[src/rtl/pfq_pkg.sv]
package pfq_pkg;
  localparam int SEG_W  = 16;
  localparam int ADDR_W = 20;
  localparam int WORD_W = 16;

  // strobes from control to datapath, valid for one clock
  typedef struct packed {
    logic startFetch;
    logic startOp;
    logic fetchDone;
    logic dropFetch;
    logic opCapture;
    logic flush;
  } pfqStrobes_t;

  function automatic logic [ADDR_W-1:0] physAddr(input logic [SEG_W-1:0] seg,
                                                 input logic [SEG_W-1:0] off);
    logic [ADDR_W-1:0] segShift;
    segShift = {seg, 4'b0000};
    return segShift + ADDR_W'(off);
  endfunction
endpackage

[src/rtl/pfq_datapath.sv]
module pfq_datapath
  import pfq_pkg::*;
#(
  parameter int DEPTH = 6,
  parameter logic [SEG_W-1:0] RESET_SEG = 16'hFFFF,
  parameter logic [SEG_W-1:0] RESET_OFF = 16'h0000,
  localparam int CNT_W = $clog2(DEPTH + 1)
) (
  input  logic                clk,
  input  logic                rstN,
  input  pfqStrobes_t         strb,
  input  logic                qTake,
  input  logic [SEG_W-1:0]    flushSeg,
  input  logic [SEG_W-1:0]    flushOff,
  input  logic                opWrite,
  input  logic                opIo,
  input  logic [SEG_W-1:0]    opSeg,
  input  logic [SEG_W-1:0]    opOff,
  input  logic [WORD_W-1:0]   opWdata,
  input  logic [WORD_W-1:0]   busRdata,
  output logic [7:0]          qByte,
  output logic                qValid,
  output logic [CNT_W-1:0]    qCount,
  output logic [ADDR_W-1:0]   busAddr,
  output logic                busWrite,
  output logic                busIo,
  output logic [WORD_W-1:0]   busWdata,
  output logic [WORD_W-1:0]   opRdata
);
  logic [DEPTH-1:0][7:0] slot;
  logic [DEPTH-1:0][7:0] slotNext;
  logic [SEG_W-1:0]      csReg;
  logic [SEG_W-1:0]      ipReg;
  logic                  popEn;
  logic                  pushEn;
  logic [1:0]            pushN;
  logic [7:0]            pushLo;
  logic [CNT_W-1:0]      afterPop;
  logic [CNT_W-1:0]      afterPopNext;
  logic [CNT_W-1:0]      countNext;
  logic [ADDR_W-1:0]     fetchPhys;

  assign popEn        = qTake && (qCount != '0) && !strb.flush;
  assign pushEn       = strb.fetchDone && !strb.dropFetch;
  assign pushN        = pushEn ? (ipReg[0] ? 2'd1 : 2'd2) : 2'd0;
  assign pushLo       = ipReg[0] ? busRdata[15:8] : busRdata[7:0];
  assign afterPop     = qCount - CNT_W'(popEn);
  assign afterPopNext = afterPop + CNT_W'(1);
  assign countNext    = strb.flush ? '0 : afterPop + CNT_W'(pushN);
  assign fetchPhys    = physAddr(csReg, ipReg);

  // each slot either shifts toward the head, takes a pushed byte, or holds
  for (genvar i = 0; i < DEPTH; i++) begin : g_slot
    logic [7:0] shifted;
    if (i < DEPTH - 1) begin : g_mid
      assign shifted = popEn ? slot[i+1] : slot[i];
    end else begin : g_last
      assign shifted = slot[i];
    end
    assign slotNext[i] =
      (pushEn && afterPop == CNT_W'(i))                       ? pushLo :
      (pushEn && pushN == 2'd2 && afterPopNext == CNT_W'(i))  ? busRdata[15:8] :
                                                                shifted;
  end

  always_ff @(posedge clk) begin
    if (!rstN) begin
      slot     <= '0;
      qCount   <= '0;
      csReg    <= RESET_SEG;
      ipReg    <= RESET_OFF;
      busAddr  <= '0;
      busWrite <= 1'b0;
      busIo    <= 1'b0;
      busWdata <= '0;
      opRdata  <= '0;
    end else begin
      slot   <= slotNext;
      qCount <= countNext;
      if (strb.flush) begin
        csReg <= flushSeg;
        ipReg <= flushOff;
      end else if (pushEn) begin
        ipReg <= ipReg + SEG_W'(pushN);
      end
      if (strb.startFetch) begin
        busAddr  <= {fetchPhys[ADDR_W-1:1], 1'b0};
        busWrite <= 1'b0;
        busIo    <= 1'b0;
      end else if (strb.startOp) begin
        busAddr  <= physAddr(opSeg, opOff);
        busWrite <= opWrite;
        busIo    <= opIo;
        busWdata <= opWdata;
      end
      if (strb.opCapture) opRdata <= busRdata;
    end
  end

  assign qByte  = slot[0];
  assign qValid = (qCount != '0);
endmodule

[src/rtl/pfq_control.sv]
module pfq_control
  import pfq_pkg::*;
#(
  parameter int DEPTH = 6,
  localparam int CNT_W = $clog2(DEPTH + 1)
) (
  input  logic             clk,
  input  logic             rstN,
  input  logic             opReq,
  input  logic             flushReq,
  input  logic             busReady,
  input  logic [CNT_W-1:0] qCount,
  output pfqStrobes_t      strb,
  output logic             busReq,
  output logic             fetchActive,
  output logic             opActive,
  output logic             opDone
);
  typedef enum logic [1:0] { ST_IDLE, ST_FETCH, ST_OPER } busState_t;

  busState_t state;
  busState_t stateNext;
  logic      stale;
  logic      roomForWord;
  logic      canOp;
  logic      canFetch;

  assign roomForWord = (qCount <= CNT_W'(DEPTH - 2));
  // opDone high means the requester has not yet dropped opReq
  assign canOp    = (state == ST_IDLE) && opReq && !opDone;
  assign canFetch = (state == ST_IDLE) && !opReq && roomForWord && !flushReq;

  always_comb begin
    strb            = '0;
    strb.startOp    = canOp;
    strb.startFetch = canFetch;
    strb.fetchDone  = (state == ST_FETCH) && busReady;
    strb.dropFetch  = stale || flushReq;
    strb.opCapture  = (state == ST_OPER) && busReady;
    strb.flush      = flushReq;
  end

  always_comb begin
    stateNext = state;
    unique case (state)
      ST_IDLE:  if (canOp) stateNext = ST_OPER;
                else if (canFetch) stateNext = ST_FETCH;
      ST_FETCH: if (busReady) stateNext = ST_IDLE;
      ST_OPER:  if (busReady) stateNext = ST_IDLE;
      default:  stateNext = ST_IDLE;
    endcase
  end

  always_ff @(posedge clk) begin
    if (!rstN) begin
      state  <= ST_IDLE;
      stale  <= 1'b0;
      opDone <= 1'b0;
    end else begin
      state  <= stateNext;
      opDone <= strb.opCapture;
      if (state == ST_FETCH && busReady) stale <= 1'b0;
      else if (state == ST_FETCH && flushReq) stale <= 1'b1;
    end
  end

  assign busReq      = (state != ST_IDLE);
  assign fetchActive = (state == ST_FETCH);
  assign opActive    = (state == ST_OPER);
endmodule

[src/rtl/pfq_biu.sv]
module pfq_biu
  import pfq_pkg::*;
#(
  parameter int DEPTH = 6,
  parameter logic [15:0] RESET_SEG = 16'hFFFF,
  parameter logic [15:0] RESET_OFF = 16'h0000
) (
  input  logic        clk,
  input  logic        rstN,
  output logic [7:0]  qByte,
  output logic        qValid,
  input  logic        qTake,
  input  logic        flushReq,
  input  logic [15:0] flushSeg,
  input  logic [15:0] flushOff,
  input  logic        opReq,
  input  logic        opWrite,
  input  logic        opIo,
  input  logic [15:0] opSeg,
  input  logic [15:0] opOff,
  input  logic [15:0] opWdata,
  output logic [15:0] opRdata,
  output logic        opDone,
  output logic        busReq,
  output logic [19:0] busAddr,
  output logic        busWrite,
  output logic        busIo,
  output logic [15:0] busWdata,
  input  logic [15:0] busRdata,
  input  logic        busReady,
  output logic        memRd,
  output logic        memWr,
  output logic        ioRd,
  output logic        ioWr
);
  localparam int CNT_W = $clog2(DEPTH + 1);

  pfqStrobes_t      strb;
  logic [CNT_W-1:0] qCount;
  logic             fetchActive;
  logic             opActive;

  pfq_control #(.DEPTH(DEPTH)) u_ctrl (
    .clk(clk), .rstN(rstN), .opReq(opReq), .flushReq(flushReq),
    .busReady(busReady), .qCount(qCount), .strb(strb), .busReq(busReq),
    .fetchActive(fetchActive), .opActive(opActive), .opDone(opDone)
  );

  pfq_datapath #(.DEPTH(DEPTH), .RESET_SEG(RESET_SEG), .RESET_OFF(RESET_OFF)) u_dp (
    .clk(clk), .rstN(rstN), .strb(strb), .qTake(qTake),
    .flushSeg(flushSeg), .flushOff(flushOff), .opWrite(opWrite), .opIo(opIo),
    .opSeg(opSeg), .opOff(opOff), .opWdata(opWdata), .busRdata(busRdata),
    .qByte(qByte), .qValid(qValid), .qCount(qCount), .busAddr(busAddr),
    .busWrite(busWrite), .busIo(busIo), .busWdata(busWdata), .opRdata(opRdata)
  );

  assign memRd = busReq && !busIo && !busWrite;
  assign memWr = busReq && !busIo &&  busWrite;
  assign ioRd  = busReq &&  busIo && !busWrite;
  assign ioWr  = busReq &&  busIo &&  busWrite;
endmodule

[config.mk]
export PLATFORM = sky130hd
export DESIGN_NAME = pfq_biu
export DESIGN_NICKNAME = d
export VERILOG_FILES = /design/src/rtl/pfq_pkg.sv /design/src/rtl/pfq_datapath.sv /design/src/rtl/pfq_control.sv /design/src/rtl/pfq_biu.sv
export SDC_FILE = /design/constraint.sdc
export NUM_CORES = 1
export LEC_CHECK = 0
export BUFFER_PORTS_ARGS = -buffer_cell sky130_fd_sc_hd__buf_2
export CORE_MARGIN = 2
export CORE_UTILIZATION = 45
export CTS_CLUSTER_DIAMETER = 40
export DETAILED_ROUTE_END_ITERATION = 12
export MAX_ROUTING_LAYER = met4
export PLACE_DENSITY = 0.74
export REMOVE_ABC_BUFFERS = 1
export SLEW_MARGIN = 0
export SYNTH_ARGS = -nofsm -noshare
export SYNTH_HDL_FRONTEND = slang
export SYNTH_SLANG_ARGS = --single-unit
[constraint.sdc]
create_clock -name clk -period 4.2 [get_ports clk]
set_input_delay 0.63 -clock clk [delete_from_list [all_inputs] [get_ports clk]]
set_output_delay 0.63 -clock clk [all_outputs]
set_load 0.005 [all_outputs]
### After elaboration in Yosys (flattened, before gate mapping)

Index checks and enable logic that the tools add are counted.

| cells by class | value |
|---|---|
| add/sub/neg operators | 6 |
| multiply operators | 0 |
| div/mod/pow operators | 0 |
| order comparisons | 1 |
| equality and inequality tests | 15 |
| shifts and indexed selects | 0 |
| multiplexer cells | 28 |
| bitwise logic cells | 2 |
| reduce and logical (&&, ||, !) cells | 56 |

Operators with widths:

| cell | number |
|---|---|
| 8-bit 2-to-1 mux | 18 |
| 20-bit by 16-bit adder with 20-bit output | 2 |
| 20-bit 2-to-1 mux | 2 |
| 16-bit 2-to-1 mux | 2 |
| 1-bit logical AND | 30 |
| 3-bit nonzero test | 6 |
| 16-bit by 2-bit adder with 16-bit output | 1 |
| 3-bit by 2-bit equality test with 1-bit output (second input constant) | 4 |
| 3-bit equality test (second input constant) | 4 |
| 2-bit 2-to-1 mux | 5 |
| 2-bit nonzero test | 4 |
| 2-bit OR reduction | 4 |
| 3-bit by 1-bit equality test with 1-bit output (second input constant) | 2 |
| 1-bit zero test | 6 |
| 3-bit zero test | 2 |
| 2-bit equality test (second input constant) | 2 |
| 2-bit one-hot mux with 2 select lines | 1 |
| 2-bit AND reduction | 2 |
| 3-bit by 1-bit adder with 3-bit output (second input constant) | 1 |
| 3-bit by 2-bit adder with 3-bit output | 1 |
| 3-bit <= comparator (second input constant) | 1 |
| 3-bit by 1-bit != test with 1-bit output (second input constant) | 1 |
| 3-bit by 1-bit subtractor with 3-bit output | 1 |
| 2-bit by 1-bit equality test with 1-bit output (second input constant) | 1 |
| other kinds (4) | 5 |

| storage, ports and cells | value |
|---|---|
| flip-flop bits (word level) | 141 |
| latch bits | 0 |
| memory bits (writable) | 0 |
| ROM bits | 0 |
| input port bits | 104 |
| memories kept | 0 |

### Longest topological paths before layout

Gate-level depths: netlist (run 1).

| logic depth | value |
|---|---|
| word-level depth | 9 |
| depth in mapped cells | 16 |
| gate-level depth less buffers | 14 |

### Modules after synthesis

From an unflattened synthesis (run 1), not the netlist that was laid out.

| second synthesis, totals | value |
|---|---|
| cells, all modules | 970 |
| area, all modules | 7862.5 um2 |

By module, submodules not included:

| module | instances | cells each | area each (um2) | seq. area each (um2) |
|---|---|---|---|---|
| pfq_datapath | 1 | 934 | 7539.7 | 2742.6 |
| pfq_control | 1 | 32 | 285.3 | 80.1 |
| pfq_biu | 1 | 4 | 37.5 | 0.0 |

### Worst setup path before layout (run 1)

Ideal clock, no wire load.

| timing | value |
|---|---|
| path kind | input to register |
| start | input port flushReq |
| end | register u_dp.slot[16] (netlist name) |
| setup time | 0.117 ns |
| arrival time | 3.335 ns |
| required time | 4.083 ns |
| setup slack | 0.748 ns |
| stages on the path | 15 |
| cells stage by stage | inv_1 nand3_2 inv_2 buf_2 ha_1 ha_1 xor2_2 inv_2 ha_1 nor2b_1 nand4_1 buf_2 mux2i_1 nand2_1 a32o_1 |

| on the way | value |
|---|---|
| longest elaborated chain between the ends | 9 |
| elaborated cells between the ends (all ways) | 17 |

RTL lines:

| what | line | source |
|---|---|---|
| start: declaration | pfq_biu.sv:13 | `input logic flushReq,` |
| parallel branches: the longest is 9 deep, another holds 3-bit by 1-bit subtractor with 3-bit output | -- |  |
| end signal: assignment | pfq_datapath.sv:78 | `slot <= slotNext;` |
| end: declaration | pfq_datapath.sv:30 | `logic [DEPTH-1:0][7:0] slot;` |

Parallel ways; which one is timed is not known.
A chain may end at the register's enable or synchronous reset.

### Final worst setup path (run 1)

| timing | value |
|---|---|
| start | register u_dp.qCount[1] |
| end | register u_dp.slot[16] (netlist name) |

| on the way | value |
|---|---|
| longest elaborated chain between the ends | 9 |
| elaborated cells between the ends (all ways) | 12 |

RTL lines:

| what | line | source |
|---|---|---|
| start: declaration | pfq_datapath.sv:23 | `output logic [CNT_W-1:0] qCount,` |
| start signal: assignment | pfq_datapath.sv:79 | `qCount <= countNext;` |
| 3-bit nonzero test | pfq_datapath.sv:43 | `assign popEn = qTake && (qCount != '0) && !strb.flush;` |
| 1-bit logical AND (2 in a row) | pfq_datapath.sv:43 |  |
| 3-bit by 1-bit subtractor with 3-bit output | pfq_datapath.sv:47 | `assign afterPop = qCount - CNT_W'(popEn);` |
| 3-bit by 1-bit adder with 3-bit output | pfq_datapath.sv:48 | `assign afterPopNext = afterPop + CNT_W'(1);` |
| 3-bit by 2-bit equality test with 1-bit output | pfq_datapath.sv:62 | `(pushEn && pushN == 2'd2 && afterPopNext == CNT_W'(i)) ? busRdata[15:8] :` |
| 1-bit logical AND | pfq_datapath.sv:62 |  |
| 8-bit 2-to-1 mux | pfq_datapath.sv:62 |  |
| 8-bit 2-to-1 mux | pfq_datapath.sv:61 | `(pushEn && afterPop == CNT_W'(i)) ? pushLo :` |

Parallel ways exist; a longest one is shown, timed or not.

==> results of run 1 <==
[through the flow]
step	cells	power [mW]	utilization
final	1349	3.58	0.548
after global routing	1349	3.75	0.548
after CTS	1349	3.61	0.548
after detailed placement	1317	2.15	0.515
after global placement	1317	2.14	0.515
after floorplan	912	1.88	-
[routing by layer]
layer  global-route usage  vias up  wire length (um)
met5                    -        -                 0
met4               0.0613        0               246
met3               0.0440       16              1450
met2                0.376      286              9670
met1                0.333     3442             10300
li1                     -     3724                 -
[layout by cell type, fill, tap and decap left out, types with 11 or more instances in the layout]
cell	netlist	routed
xor2_1	12	12
clkbuf_16	0	17
inv_1	30	29
nand3_1	26	26
a32o_1	25	25
mux2i_1	58	58
ha_1	32	32
a21oi_1	104	104
dfxtp_1	141	141
o21ai_0	20	20
nor2_1	61	60
nand2_1	202	202
and3_1	11	11
buf_2	10	172
xnor2_1	17	17
[cell type report]
type | instances | area share
clock buffer | 17 | 0.0451
clock inverter | 15 | 0.0147
inverter | 32 | 0.0127
multi-input combinational | 739 | 0.501
sequential | 141 | 0.299
tap | 225 | 0.0298
timing repair buffer | 180 | 0.0975
[worst paths after layout]
path              cells past startpoint         endpoint
setup / recovery                     12    u_dp.slot[16]
hold / removal                        3    u_dp.csReg[6]
setup reg to reg                     12    u_dp.slot[16]
hold reg to reg                       2  u_dp.opRdata[0]
[critical path, stage by stage (launching register included)]
cell,delay (ns)
dfxtp_1,0.32
or3_4,0.40
nand3_2,0.10
inv_2,0.10
ha_1,0.20
ha_1,0.42
nor2_1,0.12
ha_1,0.36
nor2b_1,0.25
nand4_1,0.63
mux2i_1,0.39
nand2_1,0.08
a32o_1,0.26
[state kept, by name, summed over array words and instances (netlist names)]
name                 count
u_ctrl.opDone            1
u_ctrl.stale             1
u_ctrl.state             2
u_dp.busAddr            20
u_dp.busIo               1
u_dp.busWdata           16
u_dp.busWrite            1
u_dp.csReg              16
u_dp.g_slot.shifted      8
u_dp.ipReg              16
u_dp.opRdata            16
u_dp.qByte               8
u_dp.qCount              3
u_dp.slot               32
[logic make-up (layout without fill, tap and decap cells)]
group,Yosys count,count (layout),synth area share
and+or+nand+nor,366,366,0.214
AOI/OAI and AO/OA,247,247,0.214
DFF,141,141,0.357
buffers and inverters,87,244,0.0439
muxes,60,60,0.0764
adders and majority gates,36,36,0.0608
xor gates and xnor gates,30,30,0.0342
[power breakdown]
part	total [mW]	switching, mW	leakage, nW	internal [mW]
Clock	1.45	0.629	0.275	0.823
Combinational	0.666	0.389	2.93	0.277
Sequential	1.46	0.0489	1.15	1.41
Total	3.58	1.07	4.35	2.51
==> run_results.csv, run 1 <==
group,metric,value,unit
finish,proportion_of_layout_cells_with_a_drive_suffix_above_1,0.219,
clock_network,worst_skew_pair.late_latency,0.43,ns
job,cap_violations,0,
setup_path,worstSetupEndpointType,"flop",
clock_network,cts_resized,0,
synthesis,asyncSetResetFlopFracSynth,0,
clock_network,cts_post_setup_buffers_inserted,0,
sta,fin_hold_ws,0.414,ns
worst_hold_path,hold_path_startpoint,"flushSeg[6]",
synthesis,synth_largest_type_area_fraction,0.357,
setup_path,r2r_setup_slack,0.46,ns
worst_hold_path,min-delay-path-class,"primary input to flop",
setup_path,regToRegStartpoint,"u_dp.qCount[1]",
routing,routed_wire_length_per_instance,16.1,um
power,ir_drop,0.000294,V
synthesis,post_synth_main_area_contributors,"dfxtp_1 36%, nand2_1 9.6%, mux2i_1 7.4%, a21oi_1 6.6%, ha_1 5.1%",
sta,timing.max_slew.rel_slack,0.261,
global_routing,number_of_global_route_vias_before_repair,6963,
sta,number_of_endpoints_with_negative_hold_slack_in_the_final_report,0,
sta,maxSlewViolCount,0,
sta,report.final.setup_viol,0,
place,detailedPlacementHpwl,15800,um
synthesis,synth_most_common_cell,"nand2_1",
routing,detailroute.via_count,7468,
finish,sequential_cell_area,2820,um2
power,leakagePower,4.35,nW
global_routing,antenna_found_initial,0,
clock_network,cts-root-to-sink-buffers,2,
routing,drt_drc_violations_left,0,
clock_network,cts-root-buf,"clkbuf_16",
routing,drt-pass1-iter-count,6,
global_routing,grt_use_total,0.245,
floorplanning,initial_core_util,0.458,
synthesis,post_synth.cell_area_avg,8.17,um2
synthesis,synth_edf_count,0,
floorplanning,std_cell_rows,48,
finish,antenna_cells_inserted,0,
routing,iteration_0_drc_count_of_the_detailed_router,570,
routing,number_of_vias_per_cell_after_detailed_routing,5.54,
setup_path,critPathMaxFanout,11,
synthesis,ys.warnings.count,0,
setup_path,timing.critical_path.from_type,"flop",
place,dpl_cell_area,8880,um2
floorplanning,floorplan.die_area,18600,um2
sta,fmax,0.268,GHz
place,place_congestion,0.948,
sta,setup_tns,0,ns
synthesis,synthesis.instances,967,
synthesis,synth-main-ff-cell,"dfxtp_1",
place,port_buffers,172,
floorplanning,die_x,136,um
global_routing,grt_pass1_wl,35200,um
clock_network,cts.reportedPaths.clkPinSlew,0.06,ns
clock_network,ctsHtreeMaxLevel,4,
sta,period_share,0.890,
clock_network,tritoncts.num_buffers,17,
synthesis,yosysSeqAreaShare,0.357,
setup_path,crit_path_start,"u_dp.qCount[1]",
synthesis,synth_top_cell_by_area,"dfxtp_1",
finish,fin_nets,1251,
global_routing,grt_remaining_overflow,0,
finish,syn2layout_area_growth,19.5,%
sta,clock_skew,0.0119,ns
synthesis,ranking_of_synthesized_cells_by_instance_count,"202 x nand2_1, 141 x dfxtp_1, 104 x a21oi_1",
sta,finalCriticalPeriod,3.74,ns
floorplanning,dieHeight,136,um
place,worst_setup_slack_before_clock_tree_synthesis,0.397,ns
floorplanning,num_io_pins,173,
sta,worst_slack,0.464,ns
global_routing,grt_max_degree,59,
setup_path,crit_type,"flop to flop",
sta,timing_worst_slew_pin_value,1.11,ns
finish,multi_input_area,4730,um2
clock_network,numClockSinks,141,
floorplanning,coreArea,17200,um2
setup_path,timing.critical_path.arrival,4.05,ns
synthesis,mappedNetlistArea,7900,um2
power,cellPowerDensity,379,nW/um2
clock_network,cts_tree,"yes",
clock_network,cts.hold.buffers_added,0,
setup_path,worstPathRequired,4.52,ns
run_status,status,"finished, final reports clean",
synthesis,number_of_synthesized_register_bits,141,
synthesis,synth.lib_cells_used.distinct,74,
sta,unrepaired_setup_endpoints_after_global_routing,"false",
routing,drtAntennaViolNets,0,
routing,drt-total-wl,21700,um
finish,post-route-cell-area,9440,um2
finish,filler_cell_count,1590,
No activity file was read; power rests on OpenSTA's default activity.
==> run 2: changes to the inputs <==
--- a/config.mk
+++ b/config.mk
@@ -6,12 +6,14 @@
 export NUM_CORES = 1
 export LEC_CHECK = 0
 export BUFFER_PORTS_ARGS = -buffer_cell sky130_fd_sc_hd__buf_2
+export CELL_PAD_IN_SITES_DETAIL_PLACEMENT = 0
+export CELL_PAD_IN_SITES_GLOBAL_PLACEMENT = 1
 export CORE_MARGIN = 2
-export CORE_UTILIZATION = 45
+export CORE_UTILIZATION = 40
 export CTS_CLUSTER_DIAMETER = 40
 export DETAILED_ROUTE_END_ITERATION = 12
 export MAX_ROUTING_LAYER = met4
-export PLACE_DENSITY = 0.74
+export PLACE_DENSITY = 0.86
 export REMOVE_ABC_BUFFERS = 1
 export SLEW_MARGIN = 0
 export SYNTH_ARGS = -nofsm -noshare
==> run_results.csv, run 2 (same netlist as run 1, synthesis figures left out) <==
group,metric,value,unit
place,detailedPlacementHpwl,17400,um
routing,iteration_0_drc_count_of_the_detailed_router,436,
worst_hold_path,worstHoldPathCells,3,
setup_path,critPathMaxFanout,11,
setup_path,timing.critical_path.arrival,4.21,ns
place,port_buffers,172,
floorplanning,std_cell_rows,51,
clock_network,cts.reportedPaths.clkPinSlew,0.06,ns
setup_path,path_delay_family,"simple AND/OR/NAND/NOR gates",
global_routing,grt_max_degree,50,
clock_network,cts_tree,"yes",
floorplanning,coreArea,19400,um2
finish,top_register,"u_dp.slot",
finish,fin_nets,1251,
setup_path,timing.critical_path.from_type,"flop",
finish,reg_top3,"u_dp.slot: 32 flops, u_dp.busAddr: 20 flops",
setup_path,cp_slowest_stage_delay,0.63,ns
sta,fin_hold_ws,0.416,ns
job,cap_violations,0,
power,ir_drop,0.000264,V
routing,detailroute.via_count,7429,
worst_hold_path,min_to,"u_dp.csReg[15]",
power,cellPowerDensity,382,nW/um2
finish,syn2layout_area_growth,20.6,%
floorplanning,num_io_pins,173,
global_routing,grt_pass1_wl,36200,um
setup_path,worstPathRequired,4.57,ns
run_status,status,"finished, final reports clean",
routing,drt-total-wl,23400,um
setup_path,path_common_cell,"ha_1",
clock_network,cts_resized,0,
routing,drtAntennaViolNets,0,
clock_network,cts.hold.buffers_added,0,
global_routing,grt_use_total,0.230,
clock_network,ctsHtreeMaxLevel,4,
global_routing,antenna_found_initial,0,
sta,timing.max_slew.rel_slack,0.419,
setup_path,timing.critical_path.slowest_stage_cell,"nand4_1",
sta,fmax,0.260,GHz
setup_path,crit_type,"flop to flop",
floorplanning,floorplan.die_area,20900,um2
global_routing,number_of_global_route_vias_before_repair,7018,
routing,drt_drc_violations_left,0,
finish,filler_cell_count,1947,
place,place_congestion,0.902,
routing,number_of_vias_per_cell_after_detailed_routing,5.35,
floorplanning,initial_core_util,0.407,
clock_network,cts_post_setup_buffers_inserted,0,
power,total_power,3.64,mW
setup_path,r2r_setup_slack,0.36,ns
sta,maxSlewViolCount,0,
finish,flip_flop_count_of_the_largest_register_all_copies_and_words_added,32,
setup_path,timing.critical_path.cells,"or3_4, nand3_2, inv_2, ha_1, ha_1, xor2_2, buf_4, inv_2, ha_1, nor2b_1, nand4_1, a31oi_4, a32o_1",
floorplanning,die_x,145,um
setup_path,regToRegStartpoint,"u_dp.qCount[1]",
setup_path,path_buf_inv,3,
sta,setup_tns,0,ns
floorplanning,dieHeight,145,um
finish,mostFrequentLayoutCell,"nand2_1",
sta,report.final.setup_viol,0,
power,leakagePower,4.35,nW
finish,final_cell_mix,"202 x nand2_1, 172 x buf_2, 141 x dfxtp_1, 104 x a21oi_1, 60 x nor2_1",
clock_network,cts-root-buf,"clkbuf_16",
worst_hold_path,min-delay-path-class,"primary input to flop",
routing,drt-pass1-iter-count,5,
sta,number_of_endpoints_with_negative_hold_slack_in_the_final_report,0,
clock_network,numClockSinks,141,
routing,routed_wire_length_per_instance,16.9,um
global_routing,grt_remaining_overflow,0,
clock_network,cts-root-to-sink-buffers,2,
clock_network,tritoncts.num_buffers,17,
clock_network,worst_skew_pair.late_latency,0.43,ns
worst_hold_path,hold_path_startpoint,"flushSeg[15]",
finish,antenna_cells_inserted,0,
sta,timing_worst_slew_pin_value,0.870,ns
setup_path,worstSetupEndpointType,"flop",
sta,clock_skew,0.00801,ns
sta,finalCriticalPeriod,3.84,ns
sta,unrepaired_setup_endpoints_after_global_routing,"false",
finish,proportion_of_layout_cells_with_a_drive_suffix_above_1,0.217,
setup_path,worst_r2r_path_depth,13,
sta,period_share,0.914,
setup_path,reg_to_reg_end,"u_dp.slot[19]",
-- run 2: where the power goes --
| part | total (mW) | internal, mW | leakage [nW] | switching, mW |
|---|---|---|---|---|
| clock | 1.51 | 0.893 | 0.269 | 0.615 |
| sequential | 1.46 | 1.41 | 1.15 | 0.0524 |
| combinational | 0.662 | 0.277 | 2.93 | 0.386 |
-- run 2: worst max path at each step --
stage                   startpoint            end  slack [ns]  cells past startpoint
floorplan                 flushReq  u_dp.slot[16]        0.53                     13
detailed placement        flushReq  u_dp.slot[19]        0.22                     14
global route        u_dp.qCount[1]  u_dp.qByte[7]        0.17                     13
finish              u_dp.qCount[1]  u_dp.slot[19]        0.36                     13
CTS                 u_dp.qCount[1]  u_dp.slot[19]        0.38                     13
global placement          flushReq  u_dp.slot[20]        0.36                     14
-- run 2: area by class of cell --
type                            instances  area [um2]  area share
Multi-Input combinational cell        739        4730       0.497
Sequential cell                       141        2820       0.296
Timing Repair Buffer                  180         933      0.0980
Clock buffer                           20         447      0.0469
Tap cell                              265         332      0.0348
Clock inverter                         12         141      0.0148
Inverter                               32         120      0.0126
-- run 2: routing by layer --
metal / up-vias / track usage / share of wire
li1: 3732 / - / -
met1: 3461 / 0.290 / 0.45
met2: 201 / 0.377 / 0.47
met3: 35 / 0.0440 / 0.059
met4: 0 / 0.0623 / 0.016
met5: - / - / 0
-- run 2: per-stage QoR --
step                      setup slack, ns  cells  cell area (um2)  utilization
after floorplan                     0.533    912             7670            -
after global placement              0.360   1357             8940        0.461
after detailed placement            0.218   1357             8940        0.461
after CTS                           0.380   1389             9530        0.491
after global routing                0.167   1389             9530        0.491
final                               0.360   1389             9530        0.491
-- run 2: tightest hold or removal path, stage by stage --
cell and delay, ns:
buf_2 0.08, mux2i_1 0.05, nand2_1 0.06
